===== src/rtl/wp_pkg.sv =====
package wp_pkg;
  localparam int BP_W = 2;

  typedef enum logic [BP_W-1:0] {
    PROT_NONE    = 2'b00,
    PROT_QUARTER = 2'b01,
    PROT_HALF    = 2'b10,
    PROT_ALL     = 2'b11
  } prot_e;

  // top2 = two most significant address bits
  function automatic logic prot_hit(input prot_e sel, input logic [1:0] top2);
    case (sel)
      PROT_NONE:    prot_hit = 1'b0;
      PROT_QUARTER: prot_hit = (top2 == 2'b11);
      PROT_HALF:    prot_hit = top2[1];
      default:      prot_hit = 1'b1;
    endcase
  endfunction
endpackage


===== src/rtl/wp_wel.sv =====
module wp_wel (
  input  logic clk,
  input  logic rst,
  input  logic por,
  input  logic set_i,
  input  logic clr_i,
  input  logic done_i,
  output logic wel_o
);
  always_ff @(posedge clk) begin
    if (rst || por)           wel_o <= 1'b0;
    else if (done_i || clr_i) wel_o <= 1'b0;
    else if (set_i)           wel_o <= 1'b1;
  end
endmodule


===== src/rtl/wp_bpstore.sv =====
module wp_bpstore
  import wp_pkg::*;
(
  input  logic  clk,
  input  logic  por,
  input  logic  wr_i,
  input  prot_e d_i,
  output prot_e bp_o
);
  always_ff @(posedge clk) begin
    if (por)       bp_o <= PROT_NONE;
    else if (wr_i) bp_o <= d_i;
  end
endmodule


===== src/rtl/wp_pinhold.sv =====
module wp_pinhold (
  input  logic clk,
  input  logic rst,
  input  logic pin_n,
  input  logic busy_i,
  output logic eff_o
);
  always_ff @(posedge clk) begin
    if (rst)          eff_o <= 1'b0;
    else if (!busy_i) eff_o <= pin_n;
  end
endmodule


===== src/rtl/wp_decide.sv =====
module wp_decide
  import wp_pkg::*;
#(
  parameter int AW = 9,
  parameter int DW = 8
) (
  input  logic          clk,
  input  logic          rst,
  input  logic          wel_i,
  input  logic          pin_ok_i,
  input  prot_e         bp_i,
  input  logic [AW-1:0] addr_i,
  output logic [DW-1:0] status_o,
  output logic          arr_ok_o,
  output logic          st_ok_o
);
  localparam int BP_LSB = 2;
  logic gate;
  logic hit;
  logic [DW-1:0] st_next;

  assign gate = wel_i & pin_ok_i;
  assign hit  = prot_hit(bp_i, addr_i[AW-1 -: 2]);

  always_comb begin
    st_next = '0;
    st_next[1] = wel_i;
    st_next[BP_LSB +: BP_W] = bp_i;
  end

  always_ff @(posedge clk) begin
    status_o <= st_next;
    if (rst) begin
      arr_ok_o <= 1'b0;
      st_ok_o  <= 1'b0;
    end else begin
      arr_ok_o <= gate & ~hit;
      st_ok_o  <= gate;
    end
  end
endmodule


===== src/rtl/wrprot_unit.sv =====
module wrprot_unit
  import wp_pkg::*;
#(
  parameter int AW = 9,
  parameter int DW = 8
) (
  input  logic          clk,
  input  logic          rst,
  input  logic          por,
  input  logic          cmd_wren,
  input  logic          cmd_wrdi,
  input  logic          cmd_stwr,
  input  logic [DW-1:0] st_data,
  input  logic          wr_frame_done,
  input  logic          byte_active,
  input  logic          wp_n,
  input  logic [AW-1:0] addr,
  output logic [DW-1:0] status_byte,
  output logic          arr_wr_ok,
  output logic          st_wr_ok
);
  localparam int BP_LSB = 2;

  logic  wel_q;
  logic  wp_eff;
  prot_e bp_q;
  logic  bp_wr;

  assign bp_wr = cmd_stwr & wel_q & wp_eff & ~rst;

  wp_wel u_wel (
    .clk(clk), .rst(rst), .por(por),
    .set_i(cmd_wren), .clr_i(cmd_wrdi), .done_i(wr_frame_done),
    .wel_o(wel_q)
  );

  wp_bpstore u_bp (
    .clk(clk), .por(por), .wr_i(bp_wr),
    .d_i(prot_e'(st_data[BP_LSB +: BP_W])),
    .bp_o(bp_q)
  );

  wp_pinhold u_pin (
    .clk(clk), .rst(rst), .pin_n(wp_n), .busy_i(byte_active),
    .eff_o(wp_eff)
  );

  wp_decide #(.AW(AW), .DW(DW)) u_dec (
    .clk(clk), .rst(rst), .wel_i(wel_q), .pin_ok_i(wp_eff),
    .bp_i(bp_q), .addr_i(addr),
    .status_o(status_byte), .arr_ok_o(arr_wr_ok), .st_ok_o(st_wr_ok)
  );
endmodule


===== config.mk =====
export PLATFORM = sky130hd
export DESIGN_NAME = wrprot_unit
export DESIGN_NICKNAME = d
export VERILOG_FILES = /design/src/rtl/wp_pkg.sv /design/src/rtl/wp_wel.sv /design/src/rtl/wp_bpstore.sv /design/src/rtl/wp_pinhold.sv /design/src/rtl/wp_decide.sv /design/src/rtl/wrprot_unit.sv
export SDC_FILE = /design/constraint.sdc
export NUM_CORES = 1
export LEC_CHECK = 0
export ABC_AREA = 1
export BUFFER_PORTS_ARGS = -buffer_cell sky130_fd_sc_hd__buf_4
export CAP_MARGIN = 15
export CORE_AREA = 2 2 40 42
export DETAILED_ROUTE_END_ITERATION = 8
export DIE_AREA = 0 0 42 44
export PLACE_DENSITY = 0.56
export REMOVE_ABC_BUFFERS = 1
export SYNTH_ARGS = -nofsm -noshare
export SYNTH_HDL_FRONTEND = slang
export SYNTH_SLANG_ARGS = --single-unit

===== constraint.sdc =====
create_clock -name clk -period 1.45 [get_ports clk]
set_input_delay 0.2175 -clock clk [delete_from_list [all_inputs] [get_ports clk]]
set_output_delay 0.2175 -clock clk [all_outputs]
set_load 0.02 [all_outputs]

# Yosys cells after proc, flatten, opt, wreduce, memory -nomap -nowiden
# Cells that the tools add are included.
[word_totals]
output_inout_bits = 10
regBits = 9
inputBits = 26
[classes]
reduce_logical = 4
n_eq_ne = 3
mux = 1
bitwise_logic = 7
[ops]
columns = ["cell", "count"]
rows = [
  ["$and 1x1->1", 5],
  ["$eq 2x2->1 const B", 2],
  ["$pmux 1 s3", 1],
  ["$eq 2x1->1 const B", 1],
  ["$logic_not 2->1", 1],
  ["$logic_or 1x1->1", 2],
  ["$not 1->1", 2],
  ["$reduce_or 2->1", 1],
]

# Longest topological paths before layout
[depth]
ltp_word = 4
depth_mapped = 5

# By module
# From an unflattened synthesis, not the netlist that was laid out.
[hier_totals]
cells_unflattened = 49
area_unflattened_um2 = 357.8
[by_module_without_submodules]
columns = ["module", "area_each_um2", "seq_area_each_um2", "cells_per_inst", "n_inst"]
rows = [
  ["wp_decide", 175.2, 100.1, 19, 1],
  ["wp_bpstore", 81.3, 40.0, 13, 1],
  ["wp_pinhold", 45.0, 20.0, 7, 1],
  ["wp_wel", 38.8, 20.0, 6, 1],
  ["wrprot_unit", 17.5, 0.0, 4, 1],
]

# Worst setup path after synthesis
# Ideal clock, no wire load.
[synth_path]
path_type = "reg-to-reg"
from = "register u_wel.wel_o"
to = "register u_bp.bp_o[0]"
arrival_time_ps = 658
period_less_slack_ps = 771
stages_incl_launch_ff = 6
setup_ps = 113
path_slack_ps = 679
cell_sequence = "dfxtp_1 > nand2_1 > nor2_2 > nand3_1 > nand2_1 > nor2_1"
[synth_between]
elab_chain_cells = 3
[synth_lines]
columns = ["item", "line_no", "rtl"]
rows = [
  ["from (decl)", "wp_wel.sv:8", "output logic wel_o"],
  ["from (signal assigned)", "wp_wel.sv:11", "if (rst || por) wel_o <= 1'b0;"],
  ["from (signal assigned)", "wp_wel.sv:12", "else if (done_i || clr_i) wel_o <= 1'b0;"],
  ["from (signal assigned)", "wp_wel.sv:13", "else if (set_i) wel_o <= 1'b1;"],
  ["$and 1x1->1 (3 in series)", "wrprot_unit.sv:29", "assign bp_wr = cmd_stwr & wel_q & wp_eff & ~rst;"],
  ["to (signal assigned)", "wp_bpstore.sv:12", "else if (wr_i) bp_o <= d_i;"],
  ["to (decl)", "wp_bpstore.sv:8", "output prot_e bp_o"],
]
# Every way passes these cells.
# A chain may end at the register's enable or synchronous reset.

# Final worst setup path
[layout_path]
from = "register u_dec.status_o[2]"
to = "output status_byte[2]"
[layout_rtl]
columns = ["item", "line_no", "rtl"]
rows = [
  ["from (decl)", "wp_decide.sv:13", "output logic [DW-1:0] status_o,"],
  ["from (signal assigned)", "wp_decide.sv:32", "status_o <= st_next;"],
  ["to (decl)", "wrprot_unit.sv:18", "output logic [DW-1:0] status_byte,"],
]
# No word-level cell between the ends.

==> out/metrics.yaml <==
synthTopCellsByArea: "dfxtp_1 55%, buf_4 11%, nor2_1 8.0%, nand3_1 6.1%, inv_1 3.4%"
dieHeight_um: 44
start_util: 0.231
die_width_um: 42
reg2reg_depth: 5
n_fill_cell: 174
hold_start: "wr_frame_done"
root_buffer: "clkbuf_4"
syn_area_per_cell_um2: 8.63
wl_per_cell_um: 7.62
drv.max_cap_violation_count: 0
port_buffers: 17
drt_iter0_drc: 0
clkSlewWorstSetupHoldPaths_ns: 0.06
worst_path_largest_cell_delay_ns: 0.30
core_area_um2: 1420
track_usage: 0.0830
htreeDepth: 1
rr_endpoint: "u_bp.bp_o[1]"
clock.fmax_mhz: 1090
cts_buffer_depth: 2
final.setup_skew_ns: 0.00321
stdcell_count: 74
ctsResizeCount: 0
critical_path_class: "flop to output pin"
setup_viol: 0
area_delta_synth_final_pct: 46.2
ctsHoldBuffers: 0
slew_violations: 0
grt_setup_unrepaired: "no"
grt_max_degree: 6
ant_nets: 0
num_antenna_cells: 0
grt-ovfl-total: 0
cp-start-kind: "flop"
reg2reg_slack_ns: 0.59
gp_congestion: 0.701
hp-class: "primary input to flop"
tns_ns: 0
rows: 14
routed-via-count: 288
path_max_fanout: 1
drc: 0
crit_family: "flip-flops"
arrival_ns: 0.70
netlist_area_um2: 328
leakagePower_nw: 0.240
cp_slowest_cell: "dfxtp_1"
insertion_delay_ns: 0.26
drive_gt1_frac: 0.362
fin_nets: 85
p_per_area_nw_per_um2: 1030
p_total_mw: 0.492
critPathRequiredTime_ns: 1.23
antenna_found_initial: 0
cts_tree: "built"
dieArea_um2: 1850
syn_inst: 38
vdd_drop_max_mv: 0.401
ys_warn_count: 0
synth_top_area_cell: "dfxtp_1"
layout_common_cells: "17 x buf_4, 9 x dfxtp_1, 7 x nor2_1"
grt_pass1_wl_mm: 1.03
cts_buffers: 3
fin_crit_sh: 0.635
ys_seq_area_frac: 0.550
whs_endpoint: "u_wel.wel_o"
wl_um: 564
placed_cells: 70
layout_commonest_cell: "buf_4"
crit_chain: "buf_4"
cp_num_buf_inv: 1
post_cts_buffers: 0
viasPerCell: 3.89
final_hold_viol_count: 0
crit_path_end_kind: "output pin"
synth_seq_cells: 9
status: "complete, no violations"
io_pins: 36
synth.top_cell.area_share: 0.550
grt_pass1_vias: 270
first_pass_iters: 1
yosysUniqueCellTypes: 12
min_period_ns: 0.921
dpl.hpwl_um: 449
reg2reg_from: "u_wel.wel_o"
holdPathStages: 2
cts.sinks: 9
-- synth_stat cells (all sizes together) --
library cell / count
dfxtp: 9
nor2: 8
buf: 5
nand3: 4
inv: 3
nand2: 3
o21ai: 2
and3: 1
conb: 1
mux2i: 1
nor3: 1
-- layout make-up --
cell class | instances | area, µm² | share of cell area
tap | 16 | 20.0 | 0.0418
multi-input combinational | 25 | 114 | 0.238
clock buffer | 4 | 26.3 | 0.0548
timing repair buffer | 17 | 128 | 0.266
inverter | 3 | 11.3 | 0.0235
sequential | 9 | 180 | 0.376
-- per-layer routing --
| layer | GRT usage | up-vias | share of wire |
|---|---|---|---|
| li1 | - | 149 | - |
| met1 | 0.0734 | 118 | 0.35 |
| met2 | 0.122 | 16 | 0.47 |
| met3 | 0.0625 | 5 | 0.14 |
| met4 | 0.0774 | 0 | 0.046 |
| met5 | 0 | - | 0 |
-- how the worst max path moves through the flow --
stage                      start              to  slack, ns  cells after the start
5_1_grt              u_wel.wel_o    u_bp.bp_o[0]       0.47                      5
3_3_place_gp         u_wel.wel_o    u_bp.bp_o[0]       0.59                      5
4_1_cts        u_dec.status_o[2]  status_byte[2]       0.51                      1
6_report       u_dec.status_o[2]  status_byte[2]       0.53                      1
2_1_floorplan        u_wel.wel_o    u_bp.bp_o[0]       0.68                      5
3_5_place_dp         u_wel.wel_o    u_bp.bp_o[1]       0.59                      5
-- worst register-to-register path: stages, from the launching register on --
cell	delay, ns
dfxtp_1	0.37
nand2_1	0.08
nor2_2	0.14
nand3_1	0.08
nand2_1	0.07
nor2_1	0.04
-- kinds of logic after synthesis --
logic type | count (synthesis) | share of synthesized area
mux | 1 | 0.0305
buf+inv | 8 | 0.149
simple gates | 17 | 0.229
compound gates | 2 | 0.0305
other cells | 1 | 0.0114
flops | 9 | 0.550
-- power by group --
group          switching [mW]  total, mW  leakage (nW)  internal, mW
Clock                  0.0859      0.192        0.0150         0.106
Sequential            0.00173      0.252        0.0728         0.250
Combinational          0.0233     0.0484         0.152        0.0251
Total                   0.111      0.492         0.240         0.381
-- registers in the layout (all words and copies together) (netlist names) --
name,flops
u_bp.bp_o,2
u_dec.arr_ok_o,1
u_dec.st_ok_o,1
u_dec.status_o,3
u_pin.eff_o,1
u_wel.wel_o,1
-- stage by stage --
stage	utilization	cell area [µm²]	setup slack [ns]	hold WS, ns
3_3_place_gp	0.319	453	0.588	0.360
4_1_cts	0.338	479	0.512	0.0922
6_report	0.338	479	0.529	0.106
2_1_floorplan	-	305	0.679	0.290
3_5_place_dp	0.319	453	0.587	0.364
5_1_grt	0.338	479	0.468	0.0990
Note: power is estimated with default switching activity, not from simulation.
